<file path="config.mk">
export PLATFORM = sky130hd
export DESIGN_NAME = rdcal_seq
export DESIGN_NICKNAME = d
export VERILOG_FILES = /design/src/rtl/rdcal_pkg.sv /design/src/rtl/rdcal_read_check.sv /design/src/rtl/rdcal_window_pick.sv /design/src/rtl/rdcal_seq.sv
export SDC_FILE = /design/constraint.sdc
export NUM_CORES = 1
export LEC_CHECK = 0
export BUFFER_PORTS_ARGS = -buffer_cell sky130_fd_sc_hd__buf_2
export CORE_ASPECT_RATIO = 0.5
export CORE_MARGIN = 5
export CORE_UTILIZATION = 50
export DETAILED_ROUTE_END_ITERATION = 7
export PLACE_DENSITY = 0.68
export SLEW_MARGIN = 20
export SYNTH_ARGS = -nofsm -noshare
export SYNTH_HDL_FRONTEND = slang
export SYNTH_HIERARCHICAL = 1
export SYNTH_SLANG_ARGS = --single-unit
</file>
<file path="constraint.sdc">
create_clock -name clk -period 10.3 [get_ports clk]
set_input_delay 3.09 -clock clk [delete_from_list [all_inputs] [get_ports clk]]
set_output_delay 3.09 -clock clk [all_outputs]
set_load 0.05 [all_outputs]
</file>
<file path="src/rtl/rdcal_pkg.sv">
package rdcal_pkg;

    typedef enum logic [2:0] {
        ST_START = 3'd0,
        ST_ISSUE = 3'd1,
        ST_WAIT  = 3'd2,
        ST_EVAL  = 3'd3,
        ST_DONE  = 3'd4
    } cal_state_e;

    typedef struct packed {
        logic done;
        logic ok;
    } rd_verdict_t;

    function automatic int unsigned idx_width(input int unsigned n);
        return (n > 1) ? $clog2(n) : 1;
    endfunction

endpackage

</file>
<file path="src/rtl/rdcal_read_check.sv">
module rdcal_read_check
    import rdcal_pkg::*;
#(
    parameter int unsigned DATA_W  = 16,
    parameter int unsigned REP_W   = 2,
    parameter int unsigned TIMEOUT = 12,
    parameter logic [DATA_W-1:0] PAT_SEED = 16'hA5C3
) (
    input  logic              clk,
    input  logic              rst,
    input  logic              start,
    input  logic [REP_W-1:0]  rep_idx,
    input  logic              rd_valid,
    input  logic [DATA_W-1:0] rd_data,
    output rd_verdict_t       verdict
);
    localparam int unsigned TO_W = $clog2(TIMEOUT + 1);
    localparam logic [TO_W-1:0] TO_LAST = TO_W'(TIMEOUT - 1);

    logic            busy_q;
    logic [TO_W-1:0] wait_cnt_q;
    logic [2*DATA_W-1:0] rot_full;
    logic [DATA_W-1:0]   expected;

    // the k-th read of a pair must return the seed rotated left by k
    always_comb begin
        rot_full = {PAT_SEED, PAT_SEED} << rep_idx;
        expected = rot_full[2*DATA_W-1:DATA_W];
    end

    always_comb begin
        verdict.done = busy_q && (rd_valid || wait_cnt_q == TO_LAST);
        verdict.ok   = busy_q && rd_valid && (rd_data == expected);
    end

    always_ff @(posedge clk) begin
        if (rst) begin
            busy_q     <= 1'b0;
            wait_cnt_q <= '0;
        end else if (start) begin
            busy_q     <= 1'b1;
            wait_cnt_q <= '0;
        end else if (busy_q) begin
            if (verdict.done) begin
                busy_q <= 1'b0;
            end else begin
                wait_cnt_q <= wait_cnt_q + 1'b1;
            end
        end
    end


    wait_bound_chk: assert property (@(posedge clk) disable iff (rst)
        busy_q |-> (wait_cnt_q < TO_W'(TIMEOUT)));


    start_arms_chk: assert property (@(posedge clk) disable iff (rst)
        start |=> busy_q);

endmodule

</file>
<file path="src/rtl/rdcal_window_pick.sv">
module rdcal_window_pick
    import rdcal_pkg::*;
#(
    parameter int unsigned NUM_PHASES = 8,
    localparam int unsigned PH_W = idx_width(NUM_PHASES)
) (
    input  logic [NUM_PHASES-1:0] pass_vec,
    output logic                  found,
    output logic [PH_W-1:0]       centre
);
    int unsigned run_len;
    int unsigned run_start;
    int unsigned best_len;
    int unsigned best_start;

    always_comb begin
        run_len    = 0;
        run_start  = 0;
        best_len   = 0;
        best_start = 0;
        for (int unsigned i = 0; i < NUM_PHASES; i++) begin
            if (pass_vec[i]) begin
                if (run_len == 0) begin
                    run_start = i;
                end
                run_len = run_len + 1;
                // strict compare keeps the lowest run on a tie
                if (run_len > best_len) begin
                    best_len   = run_len;
                    best_start = run_start;
                end
            end else begin
                run_len = 0;
            end
        end
        found  = (best_len != 0);
        centre = found ? PH_W'(best_start + (best_len - 1) / 2) : '0;
    end

endmodule

</file>
<file path="src/rtl/rdcal_seq.sv">
module rdcal_seq
    import rdcal_pkg::*;
#(
    parameter int unsigned NUM_PHASES     = 8,
    parameter int unsigned NUM_RANKS      = 4,
    parameter int unsigned DATA_W         = 16,
    parameter int unsigned READS_PER_PAIR = 4,
    parameter int unsigned TIMEOUT        = 12,
    parameter logic [DATA_W-1:0] PAT_SEED = 16'hA5C3,
    localparam int unsigned PH_W  = idx_width(NUM_PHASES),
    localparam int unsigned RK_W  = idx_width(NUM_RANKS),
    localparam int unsigned REP_W = idx_width(READS_PER_PAIR)
) (
    input  logic                 clk,
    input  logic                 rst_n,
    input  logic                 soft_rst_n,
    output logic [PH_W-1:0]      phase_sel,
    output logic [NUM_RANKS-1:0] cs_sel,
    output logic                 rd_req,
    input  logic                 rd_valid,
    input  logic [DATA_W-1:0]    rd_data,
    output logic                 cal_pass,
    output logic                 cal_fail
);
    localparam logic [PH_W-1:0]  PH_LAST  = PH_W'(NUM_PHASES - 1);
    localparam logic [RK_W-1:0]  RK_LAST  = RK_W'(NUM_RANKS - 1);
    localparam logic [REP_W-1:0] REP_LAST = REP_W'(READS_PER_PAIR - 1);

    logic rst;
    cal_state_e state_q;
    logic [PH_W-1:0]       ph_q;
    logic [RK_W-1:0]       rk_q;
    logic [REP_W-1:0]      rep_q;
    logic [NUM_PHASES-1:0] pass_vec_q;
    logic [PH_W-1:0]       chosen_q;
    logic                  pass_q;
    logic                  fail_q;
    rd_verdict_t           verdict;
    logic                  pick_found;
    logic [PH_W-1:0]       pick_phase;

    assign rst = !rst_n || !soft_rst_n;

    rdcal_read_check #(
        .DATA_W   (DATA_W),
        .REP_W    (REP_W),
        .TIMEOUT  (TIMEOUT),
        .PAT_SEED (PAT_SEED)
    ) u_check (
        .clk      (clk),
        .rst      (rst),
        .start    (rd_req),
        .rep_idx  (rep_q),
        .rd_valid (rd_valid),
        .rd_data  (rd_data),
        .verdict  (verdict)
    );

    rdcal_window_pick #(
        .NUM_PHASES (NUM_PHASES)
    ) u_pick (
        .pass_vec (pass_vec_q),
        .found    (pick_found),
        .centre   (pick_phase)
    );

    always_ff @(posedge clk) begin
        if (rst) begin
            state_q    <= ST_START;
            ph_q       <= '0;
            rk_q       <= '0;
            rep_q      <= '0;
            pass_vec_q <= '0;
            chosen_q   <= '0;
            pass_q     <= 1'b0;
            fail_q     <= 1'b0;
        end else begin
            case (state_q)
                ST_START: state_q <= ST_ISSUE;
                ST_ISSUE: state_q <= ST_WAIT;
                ST_WAIT: begin
                    if (verdict.done) begin
                        if (verdict.ok && rep_q != REP_LAST) begin
                            rep_q   <= rep_q + 1'b1;
                            state_q <= ST_ISSUE;
                        end else if (verdict.ok && rk_q != RK_LAST) begin
                            rep_q   <= '0;
                            rk_q    <= rk_q + 1'b1;
                            state_q <= ST_ISSUE;
                        end else begin
                            // phase resolved: all ranks passed, or one read failed
                            rep_q <= '0;
                            rk_q  <= '0;
                            if (verdict.ok) begin
                                pass_vec_q[ph_q] <= 1'b1;
                            end
                            if (ph_q == PH_LAST) begin
                                state_q <= ST_EVAL;
                            end else begin
                                ph_q    <= ph_q + 1'b1;
                                state_q <= ST_ISSUE;
                            end
                        end
                    end
                end
                ST_EVAL: begin
                    pass_q   <= pick_found;
                    fail_q   <= !pick_found;
                    chosen_q <= pick_found ? pick_phase : '0;
                    state_q  <= ST_DONE;
                end
                default: state_q <= ST_DONE;
            endcase
        end
    end

    always_comb begin
        rd_req    = (state_q == ST_ISSUE);
        phase_sel = (state_q == ST_DONE) ? chosen_q : ph_q;
        cs_sel    = '0;
        if (state_q == ST_ISSUE || state_q == ST_WAIT) begin
            cs_sel[rk_q] = 1'b1;
        end
        cal_pass = pass_q;
        cal_fail = fail_q;
    end


    flags_excl_chk: assert property (@(posedge clk) disable iff (rst)
        !(cal_pass && cal_fail));


    pass_hold_chk: assert property (@(posedge clk) disable iff (rst)
        cal_pass |=> cal_pass);


    fail_hold_chk: assert property (@(posedge clk) disable iff (rst)
        cal_fail |=> cal_fail);


    req_onehot_chk: assert property (@(posedge clk) disable iff (rst)
        rd_req |-> ($countones(cs_sel) == 1));


    req_pulse_chk: assert property (@(posedge clk) disable iff (rst)
        rd_req |=> !rd_req);


    target_hold_chk: assert property (@(posedge clk) disable iff (rst)
        rd_req |=> ($stable(phase_sel) && $stable(cs_sel)));


    pick_valid_chk: assert property (@(posedge clk) disable iff (rst)
        cal_pass |-> pass_vec_q[phase_sel]);


    fail_phase_chk: assert property (@(posedge clk) disable iff (rst)
        cal_fail |-> (phase_sel == '0 && pass_vec_q == '0));


    quiet_done_chk: assert property (@(posedge clk) disable iff (rst)
        (cal_pass || cal_fail) |-> (!rd_req && cs_sel == '0));

endmodule

</file>
# == Word-level counts from Yosys, hierarchy flattened ==
# Cells that the tools add are included.
# totals
ff_bits,28
# classes
add_sub_neg,13
order_cmp,11
n_eq_ne,10
shift,1
muxes,67
bitwise_logic,5
reduce_logical,28
# ops
op,n
two-way mux 32 bit,20
logical NOT 32 bit,7
adder 32 x 1 -> 32 bit (second input constant),6
greater-than comparator 32 bit,6
two-way mux 3 bit,27
greater-than comparator 32 x 1 -> 1 bit,1
nonzero test 32 bit,1
left shift 32 x 2 -> 32 bit (first input constant),1
== test 16 bit,1
two-way mux 2 bit,6
two-way mux 1 bit,10
AND reduction 5 bit,2
case mux 3 bit (3 select lines),1
bitwise OR 8 bit,1
logical AND 1 bit,7
== test 3 x 2 -> 1 bit (second input constant),2
== test 3 bit (second input constant),2
adder 2 x 1 -> 2 bit (second input constant),2
adder 4 x 1 -> 4 bit (second input constant),1
== test 4 bit (second input constant),1
less-than comparator 3 x 4 -> 1 bit (second input constant),1
two-way mux 4 bit,1
inequality test 2 bit (second input constant),2
inverter 1 bit,4
other kinds (17),22

# == Logic depth before layout (Yosys ltp) ==
# Gate-level depths: netlist (run 1).
# depth
word_depth,26
depth_mapped,58
depth_no_buf,55

# == Modules after synthesis ==
# The synthesis (run 1) kept the hierarchy.
# by_module_without_submodules
mod,instances,cells_each,area_each_um2,seq_area_each_um2
rdcal_window_pick,1,339,2398.6,0.0
rdcal_seq,1,122,1113.6,460.4
rdcal_read_check,1,56,491.7,100.1

# == Worst setup path after synthesis (run 1) ==
# No wires, ideal clock.
# synth_path
path_kind,register to register
startpoint,register pass_vec_q[0]
endpoint,register chosen_q[2]
setup_ns,0.118
t_arrival_ns,10.184
required_ns,10.182
slack_ns,-0.002
path_stages_with_launch,56
n_path_buf,3
synth_period_minus_slack_ns,10.302
cell_sequence,dfxtp_1 -> inv_1 -> ha_1 -> inv_1 -> ha_1 -> nand2_1 -> inv_1 -> ha_1 -> a21boi_2 -> or2_1 -> clkbuf_1 -> ha_1 -> nor2_1 -> a41oi_1 -> o21a_1 -> o21ai_0 -> nand2_1 -> o21ai_0 -> [20 not listed] -> a311oi_1 -> ha_1 -> o21a_1 -> o31ai_1 -> a21oi_1 -> o31ai_1 -> mux2_2 -> inv_1 -> ha_1 -> inv_1 -> ha_1 -> inv_1 -> fa_1 -> xnor3_1 -> xnor2_1 -> and2_1 -> nand3_1 -> a21oi_1
# synth_between
elab_chain_cells,26
# synth_rtl
element,line_no,source
start: declaration,rdcal_seq.sv:34,logic [NUM_PHASES-1:0] pass_vec_q;
start signal: assignment,rdcal_seq.sv:73,pass_vec_q <= '0;
start signal: indexed assignment,rdcal_seq.sv:95,pass_vec_q[ph_q] <= 1'b1;
two-way mux 1 bit (*),rdcal_window_pick.sv:22,if (pass_vec[i]) begin
adder 1 x 1 -> 2 bit,rdcal_window_pick.sv:26,run_len = run_len + 1;
greater-than comparator 32 x 1 -> 1 bit,rdcal_window_pick.sv:28,if (run_len > best_len) begin
two-way mux 32 bit,rdcal_window_pick.sv:28,
two-way mux 32 bit,rdcal_window_pick.sv:22,
greater-than comparator 32 bit,rdcal_window_pick.sv:28,
two-way mux 32 bit,rdcal_window_pick.sv:28,
two-way mux 32 bit,rdcal_window_pick.sv:22,
[11 not listed],--,
two-way mux 32 bit,rdcal_window_pick.sv:22,
greater-than comparator 32 bit,rdcal_window_pick.sv:28,
two-way mux 32 bit,rdcal_window_pick.sv:28,
two-way mux 32 bit,rdcal_window_pick.sv:22,
subtractor 4 x 1 -> 4 bit,rdcal_window_pick.sv:37,centre = found ? PH_W'(best_start + (best_len - 1) / 2) : '0;
adder 3 bit (*),rdcal_window_pick.sv:37,
named net pick_phase[2],rdcal_seq.sv:40,logic [PH_W-1:0] pick_phase;
two-way mux 3 bit (*),rdcal_seq.sv:109,chosen_q <= pick_found ? pick_phase : '0;
end signal: assignment,rdcal_seq.sv:109,
end: declaration,rdcal_seq.sv:35,logic [PH_W-1:0] chosen_q;
# The timed path passes the listed nets; every way through them passes the cells marked *. The select of a mux whose other input is x is not followed.
# A chain may end at the register's enable or synchronous reset.

# == Worst setup path in the final report (run 1) ==
# Ends and elaborated chain as after synthesis.

==> results of run 1 <==
[through the flow]
stage                     area [um2]  TNS (ns)  power (mW)
after CTS                       4480         0       0.226
final                           4730         0       0.223
after detailed placement        4320    -0.232       0.130
after global routing            4730    -0.168       0.233
after global placement          4320         0       0.130
after floorplan                 4010         0       0.123
[layout by cell type (no fill, tap or decap), types with 7 or more instances in the layout]
master and count:
nand2_1 43, nand3_1 12, and2_1 11, ha_1 51
nor2b_1 9, nor2_1 27, a22o_1 9, buf_2 29
nand4_1 10, nor3b_1 7, buf_4 30, dfxtp_1 26
o21a_1 8, o21ai_0 19, o211ai_1 9, nor3_1 8
inv_1 39, a21oi_1 32, xor2_1 9
[worst min path at each step]
stage | endpoint | slack [ns] | cells past startpoint
6_report | chosen_q[0] | 0.46 | 2
5_1_grt | chosen_q[1] | 0.47 | 2
4_1_cts | cal_pass | 0.46 | 2
3_5_place_dp | chosen_q[1] | 0.44 | 2
3_3_place_gp | cal_pass | 0.44 | 2
2_1_floorplan | chosen_q[0] | 0.43 | 2
[sequential cells by signal, summed over array words and instances (netlist names)]
register	cells
chosen_q	3
cal_pass	1
pass_vec_q	8
rk_q	2
state_q	3
u_check/wait_cnt_q	4
u_check/busy_q	1
rep_q	2
cal_fail	1
ph_q	3
[final cells by class]
class                   instances  area (um2)
clock buffers                   4        88.8
fillers                       726        3160
inverters                      44         165
multi-input cells             428        3400
flip-flops and latches         28         568
well taps                     112         140
repair buffers                 59         370
[routing by layer]
| metal | share of wire (%) | up-vias | track usage [%] |
|---|---|---|---|
| li1 | - | 2012 | - |
| met4 | 1.3 | 0 | 4.69 |
| met5 | 0 | - | 0 |
| met2 | 46 | 129 | 38.1 |
| met1 | 48 | 1885 | 29.2 |
| met3 | 4.5 | 14 | 2.19 |
[power breakdown]
part / switching (mW) / total (mW) / internal, mW
Clock: 0.0371 / 0.0967 / 0.0595
Sequential: 0.00127 / 0.110 / 0.108
Combinational: 0.0100 / 0.0172 / 0.00716
Total: 0.0484 / 0.223 / 0.175
[logic make-up after synthesis]
family                     synth area share [%]
buffers and inverters                      6.19
adders and majority gates                  18.0
other                                     0.188
AOI/OAI and AO/OA                          28.1
muxes                                      2.09
xor gates and xnor gates                   3.78
DFF                                        14.0
and+or+nand+nor                            27.7
[repair_timing]
action | 4_1_cts | 5_1_grt
setup endpoints to repair | 1 | 2
hold endpoints to repair | 0 | 0
gates resized for setup | 7 | 38
buffers inserted | 5 | 11
pin swaps | 3 | 25
hold buffers | 0 | 0
[worst max-delay path, delay by kind of cell, from the launching register on]
family,cells,cell delay [ns]
AO/OA/AOI/OAI,16,2.84
flip-flops,1,0.36
buffers and inverters,8,0.81
adder cells (fa/ha/maj),11,2.67
multiplexers,1,0.31
XOR/XNOR,2,0.33
AND/OR/NAND/NOR,15,2.36
==> flow_summary.toml, run 1 <==
[setup_path]
path_common_cell = "ha_1"
r2r_slack_ns = 0.46
r2r_start = "pass_vec_q[0]"
r2r_end = "chosen_q[2]"
startpoint = "pass_vec_q[0]"
reg2regPathDepth = 53
worst_ep_required_time_ns = 10.43
cp-end-kind = "flop"
path_max_fanout = 6
critPathArrivalTime_ns = 9.97
cp_slowest_cell = "o211ai_1"
slowest_delay_ns = 0.52
crit_type = "reg2reg"
crit_path_end = "chosen_q[2]"
startpoint_type = "flop"

[synth]
synth.most_common_cell = "ha_1"
syn_area_um2 = 4000
synth-warning-count = 6
synth_common_cells = "ha_1 (56), nand2_1 (45), inv_1 (42)"
syn_inst = 517
syn_avg_cell_area_um2 = 7.74
ys_ff_latch = 28
synth_area_leaders = "ha_1 (18%), dfxtp_1 (14%), a21oi_1 (4.6%)"
synth_edf_count = 0
synth_area_leader_cell = "ha_1"
ys_types = 92
synth_flop_cell = "dfxtp_1"
async_flop_share_pct = 0
synth_top_area_share_pct = 17.5
synth-seq-area-share_pct = 14.0

[sta]
min_period_over_period_pct = 95.6
fmax_mhz = 102
hold_viol = 0
whs_ns = 0.460
final.setup.worst_slack_ns = 0.456
worst-slew-pin-transition_ns = 0.744
slew_headroom_pct = 50.3
fin_crit_ns = 9.84
report.final.slew_viol_count = 0
setup_viol = 0
fin_skew_ns = 0.00710

[drt]
viasPerCell = 5.99
remaining_drc_errors = 0
ant_nets = 0
drt_iter0_drc = 342
firstDrtPassIters = 5
wl_um = 10800
vias = 4040
wire_per_inst_um = 16.0

[floorplan]
die_height_um = 73.3
ios = 30
die-area_um2 = 10000
initial_utilization_pct = 50.8
core-area_um2 = 7890
rows = 23
fp.dieW_um = 137

[place]
dp_slack_ns = -0.232
place.detailed.hpwl_um = 8220
port_buffers = 29
gp_congestion = 0.888
dp.cells = 655

[global_routing]
antenna_found_initial = 0
grt_first_pass_wirelength_um = 18000
track_usage_pct = 21.7
grt_pass1_vias = 3788
grt_max_degree = 23
gr-total-overflow = 0

[cells_and_area]
finalNonFillerCells = 675
drive_above_1_share_pct = 22.9
n_antenna_cell = 0
area_growth_pct = 18.1
fin_nets = 641
fin_util_pct = 60.0

[clock_tree]
cts.sinks = 28
cts_tree = "built"
clkTransAtPathRegs_ns = 0.06
ctsLongestPathBuffers = 2
cts_made_buffers = 3
cts_root_buf = "clkbuf_16"
htree_levels = 1
insertion_delay_ns = 0.26

[power]
powerDensity_nw_per_um2 = 47.3
p_leak_nw = 2.02
peakVddDrop_v = 0.0000567

[worst_hold_path]
hp-start = "chosen_q[0]"
hold_class = "reg2reg"

[status]
status = "completed"

[job]
cap_violations = 0
Power figures use the tool's default switching activity.
==> run 2, diff against run 1 <==
Settings changed: REMOVE_ABC_BUFFERS from default to 1.
==> flow_summary.toml, run 2 (synthesis gave the netlist of run 1 again) <==
[floorplan]
core-area_um2 = 7890
die-area_um2 = 10000
initial_utilization_pct = 50.8
rows = 23
ios = 30
die_height_um = 73.3
fp.dieW_um = 137

[global_routing]
grt_pass1_vias = 3839
grt_first_pass_wirelength_um = 17900
grt_max_degree = 23
gr-total-overflow = 0
track_usage_pct = 21.5
antenna_found_initial = 0

[worst_hold_path]
holdPathStages = 2
hold_class = "reg2reg"
min_to = "cal_pass"
hp-start = "cal_pass"

[sta]
fin_skew_ns = 0.00147
tns_ns = 0
setup_viol = 0
fmax_mhz = 102
fin_crit_ns = 9.84
worst-slew-pin-transition_ns = 0.748
min_period_over_period_pct = 95.5
report.final.slew_viol_count = 0
hold_viol = 0
slew_headroom_pct = 50.0
whs_ns = 0.451

[drt]
wire_per_inst_um = 15.8
ant_nets = 0
wl_um = 10700
viasPerCell = 5.96
drt_iter0_drc = 383
remaining_drc_errors = 0
vias = 4044
firstDrtPassIters = 5

[clock_tree]
clkTransAtPathRegs_ns = 0.07
cts.sinks = 28
cts_root_buf = "clkbuf_16"
htree_levels = 1
insertion_delay_ns = 0.26
cts_tree = "built"
cts_made_buffers = 3
ctsLongestPathBuffers = 2

[setup_path]
cp_slowest_cell = "o211ai_1"
critPathArrivalTime_ns = 9.96
startpoint = "pass_vec_q[0]"
r2r_start = "pass_vec_q[0]"
cp-end-kind = "flop"
path_max_fanout = 6
worst_ep_required_time_ns = 10.43
crit_type = "reg2reg"
r2r_slack_ns = 0.46
slowest_delay_ns = 0.46
r2r_end = "chosen_q[2]"
startpoint_type = "flop"
path_common_cell = "inv_1"
reg2regPathDepth = 53

[cells_and_area]
n_fill_cell = 726
mostFrequentLayoutCells = "ha_1 (49), nand2_1 (43), inv_1 (41), a21oi_1 (35), buf_4 (32)"
area_growth_pct = 18.8
reg_top3 = "pass_vec_q x8, u_check/wait_cnt_q x4"
drive_above_1_share_pct = 23.0
n_antenna_cell = 0
mostFrequentLayoutCell = "ha_1"
top_register = "pass_vec_q"
largest_reg_flops = 8
fin_nets = 644

[power]
p_leak_nw = 2.04
peakVddDrop_v = 0.0000943
powerDensity_nw_per_um2 = 50.7

[place]
port_buffers = 29
gp_congestion = 0.946
place.detailed.hpwl_um = 8450

[job]
cap_violations = 0

[status]
status = "completed"
[run 2: final cells by class]
cell class | instances | area (um2) | share of cell area [%]
clock buffer | 3 | 75.1 | 1.58
clock inverter | 1 | 30.0 | 0.632
inverter | 44 | 165 | 3.47
multi-input combinational | 428 | 3380 | 71.2
sequential | 28 | 563 | 11.8
tap | 112 | 140 | 2.95
timing repair buffer | 62 | 397 | 8.34
[run 2: critical path: cells and delay by family, from the launching register on]
kind | cells | cell delay, ns
xor gates and xnor gates | 2 | 0.33
adders and majority gates | 11 | 2.56
and+or+nand+nor | 11 | 1.65
buffers and inverters | 11 | 1.12
DFF | 1 | 0.34
AOI/OAI and AO/OA | 17 | 3.36
muxes | 1 | 0.35
[run 2: timing repair]
item / in CTS / in global routing
pin swaps: 0 / 19
endpoints found under the setup margin: 1 / 3
hold buffers: 0 / 0
resized for setup: 0 / 41
buffers inserted: 2 / 10
[run 2: worst max path at each step]
stage,slack [ns],cells after the start,end
after floorplan,-0.12,49,chosen_q[2]
after global placement,0.18,50,chosen_q[2]
after detailed placement,-0.03,50,chosen_q[2]
after CTS,0.007,50,chosen_q[2]
after global routing,-0.08,53,chosen_q[2]
final,0.46,53,chosen_q[2]
[run 2: power breakdown]
group          total [mW]  leakage [nW]  internal, mW  switching, mW
clock               0.114        0.0511        0.0774         0.0365
sequential          0.110         0.227         0.109        0.00121
combinational      0.0173          1.76       0.00722         0.0101
total               0.241          2.04         0.193         0.0478
[run 2: layer usage]
layer | global-route usage [%] | part of all wire (%)
met1 | 29.1 | 48
met2 | 37.5 | 45
met3 | 2.87 | 6.0
met4 | 3.24 | 1.1
met5 | 0 | 0
[run 2: per-stage QoR]
stage          setup slack [ns]  instance area, um2  util, %  total power, mW  cells
2_1_floorplan            -0.117                3930        -            0.123    500
3_3_place_gp              0.178                4370     55.4            0.129    662
3_5_place_dp            -0.0289                4370     55.4            0.130    662
4_1_cts                 0.00673                4490     56.9            0.243    668
5_1_grt                 -0.0776                4750     60.3            0.249    678
6_report                  0.464                4750     60.3            0.241    678
==> run 3, diff against run 2 <==
Settings changed: CTS_BUF_LIST from default to sky130_fd_sc_hd__clkbuf_2 sky130_fd_sc_hd__clkbuf_4 sky130_fd_sc_hd__clkbuf_8, REMOVE_ABC_BUFFERS 1 to default.
==> flow_summary.toml, run 3 (synthesis gave the netlist of run 1 again) <==
[drt]
wl_um = 10700
viasPerCell = 6.01
vias = 4057
firstDrtPassIters = 5
remaining_drc_errors = 0
ant_nets = 0
drt_iter0_drc = 341
wire_per_inst_um = 15.9

[cells_and_area]
n_antenna_cell = 0
mostFrequentLayoutCell = "ha_1"
fin_area_um2 = 4710
fin_nets = 641
top_register = "pass_vec_q"
largest_reg_flops = 8
n_fill_cell = 730
mostFrequentLayoutCells = "ha_1 (50), nand2_1 (43), inv_1 (38), a21oi_1 (32), buf_4 (30)"
area_growth_pct = 17.6
drive_above_1_share_pct = 23.3
reg_top3 = "pass_vec_q x8, u_check/wait_cnt_q x4"

[sta]
slew_headroom_pct = 50.1
fmax_mhz = 102
report.final.slew_viol_count = 0
final.setup.worst_slack_ns = 0.458
worst-slew-pin-transition_ns = 0.747
fin_skew_ns = 0.00639
hold_viol = 0
setup_viol = 0
fin_crit_ns = 9.84
min_period_over_period_pct = 95.6
whs_ns = 0.459

[job]
cap_violations = 0

[floorplan]
die_height_um = 73.3
initial_utilization_pct = 50.8
fp.dieW_um = 137
die-area_um2 = 10000
ios = 30
rows = 23
core-area_um2 = 7890

[status]
status = "completed"

[setup_path]
startpoint_type = "flop"
cp_slowest_cell = "o211ai_1"
cp-end-kind = "flop"
crit_type = "reg2reg"
path_common_cell = "ha_1"
critPathTopFamily = "compound AO/OA/AOI/OAI gates"
worst_ep_required_time_ns = 10.45
slowest_delay_ns = 0.52
path_max_fanout = 6
cp_num_buf_inv = 8
critPathArrivalTime_ns = 9.99

[clock_tree]
ctsLongestPathBuffers = 2
cts-hold-fix-buffers = 0
cts_tree = "built"
cts_root_buf = "clkbuf_8"
cts_made_buffers = 3
cts.sinks = 28
insertion_delay_ns = 0.27
htree_levels = 1
clkTransAtPathRegs_ns = 0.09

[power]
finalPower_mw = 0.195
powerDensity_nw_per_um2 = 41.3
pwr-share-comb_pct = 8.8
seq_power_share_pct = 56.3
p_clk_share_pct = 34.9
p_leak_nw = 2.01
p_sw_share_pct = 23.1
peakVddDrop_v = 0.0000488
intPower_mw = 0.150
power.switching_mw = 0.0449

[global_routing]
grt_first_pass_wirelength_um = 17900
antenna_found_initial = 0
track_usage_pct = 21.5
grt_max_degree = 23
grt_pass1_vias = 3766
gr-total-overflow = 0

[place]
dp_slack_ns = -0.232
port_buffers = 29
place.detailed.hpwl_um = 8220
gp_congestion = 0.888
dpl_cell_area_um2 = 4320

[worst_hold_path]
hold_class = "reg2reg"
run 3: worst paths after layout:
kind | from | end | slack [ns] | depth (start not counted)
max | pass_vec_q[0] | chosen_q[2] | 0.46 | 53
min | cal_pass | cal_pass | 0.46 | 2
max reg2reg | pass_vec_q[0] | chosen_q[2] | 0.46 | 53
min reg2reg | cal_pass | cal_pass | 0.46 | 2
run 3: final cells by class:
type	count	area [um2]	area share, %
clock buffer	4	55.1	1.17
inverter	44	165	3.51
multi-input combinational	428	3410	72.4
sequential	28	568	12.1
tap	112	140	2.98
timing repair buffer	59	370	7.87
run 3: stage by stage:
stage / instances / TNS [ns] / util (%)
5_1_grt: 675 / -0.178 / 59.7
3_5_place_dp: 655 / -0.232 / 54.8
2_1_floorplan: 518 / 0 / -
6_report: 675 / 0 / 59.7
4_1_cts: 664 / 0 / 56.3
3_3_place_gp: 655 / 0 / 54.8
run 3: tightest hold or removal path, cell delays in order (launching register included):
cell and delay, ns:
dfxtp_1 0.32, nand2_1 0.05, a21oi_1 0.05
run 3: power by group through the flow:
stage          Combinational, mW  Sequential [mW]  Clock, mW
2_1_floorplan             0.0111            0.112          0
3_3_place_gp              0.0169            0.113          0
3_5_place_dp              0.0169            0.113          0
4_1_cts                   0.0170            0.110     0.0702
5_1_grt                   0.0192            0.110     0.0753
6_report                  0.0171            0.110     0.0679
run 3: metal layers:
layer | global-route usage [%] | vias to the layer above | wire, um
li1 | - | 2013 | -
met1 | 29.1 | 1896 | 5140
met3 | 2.12 | 12 | 601
met2 | 37.8 | 136 | 4870
met5 | 0 | - | 0
met4 | 4.02 | 0 | 121
run 3: timing repair:
action	CTS	global route
gates resized for setup	7	40
endpoints found under the setup margin	1	2
setup buffers	5	11
hold endpoints to repair	0	0
pin swaps	3	25
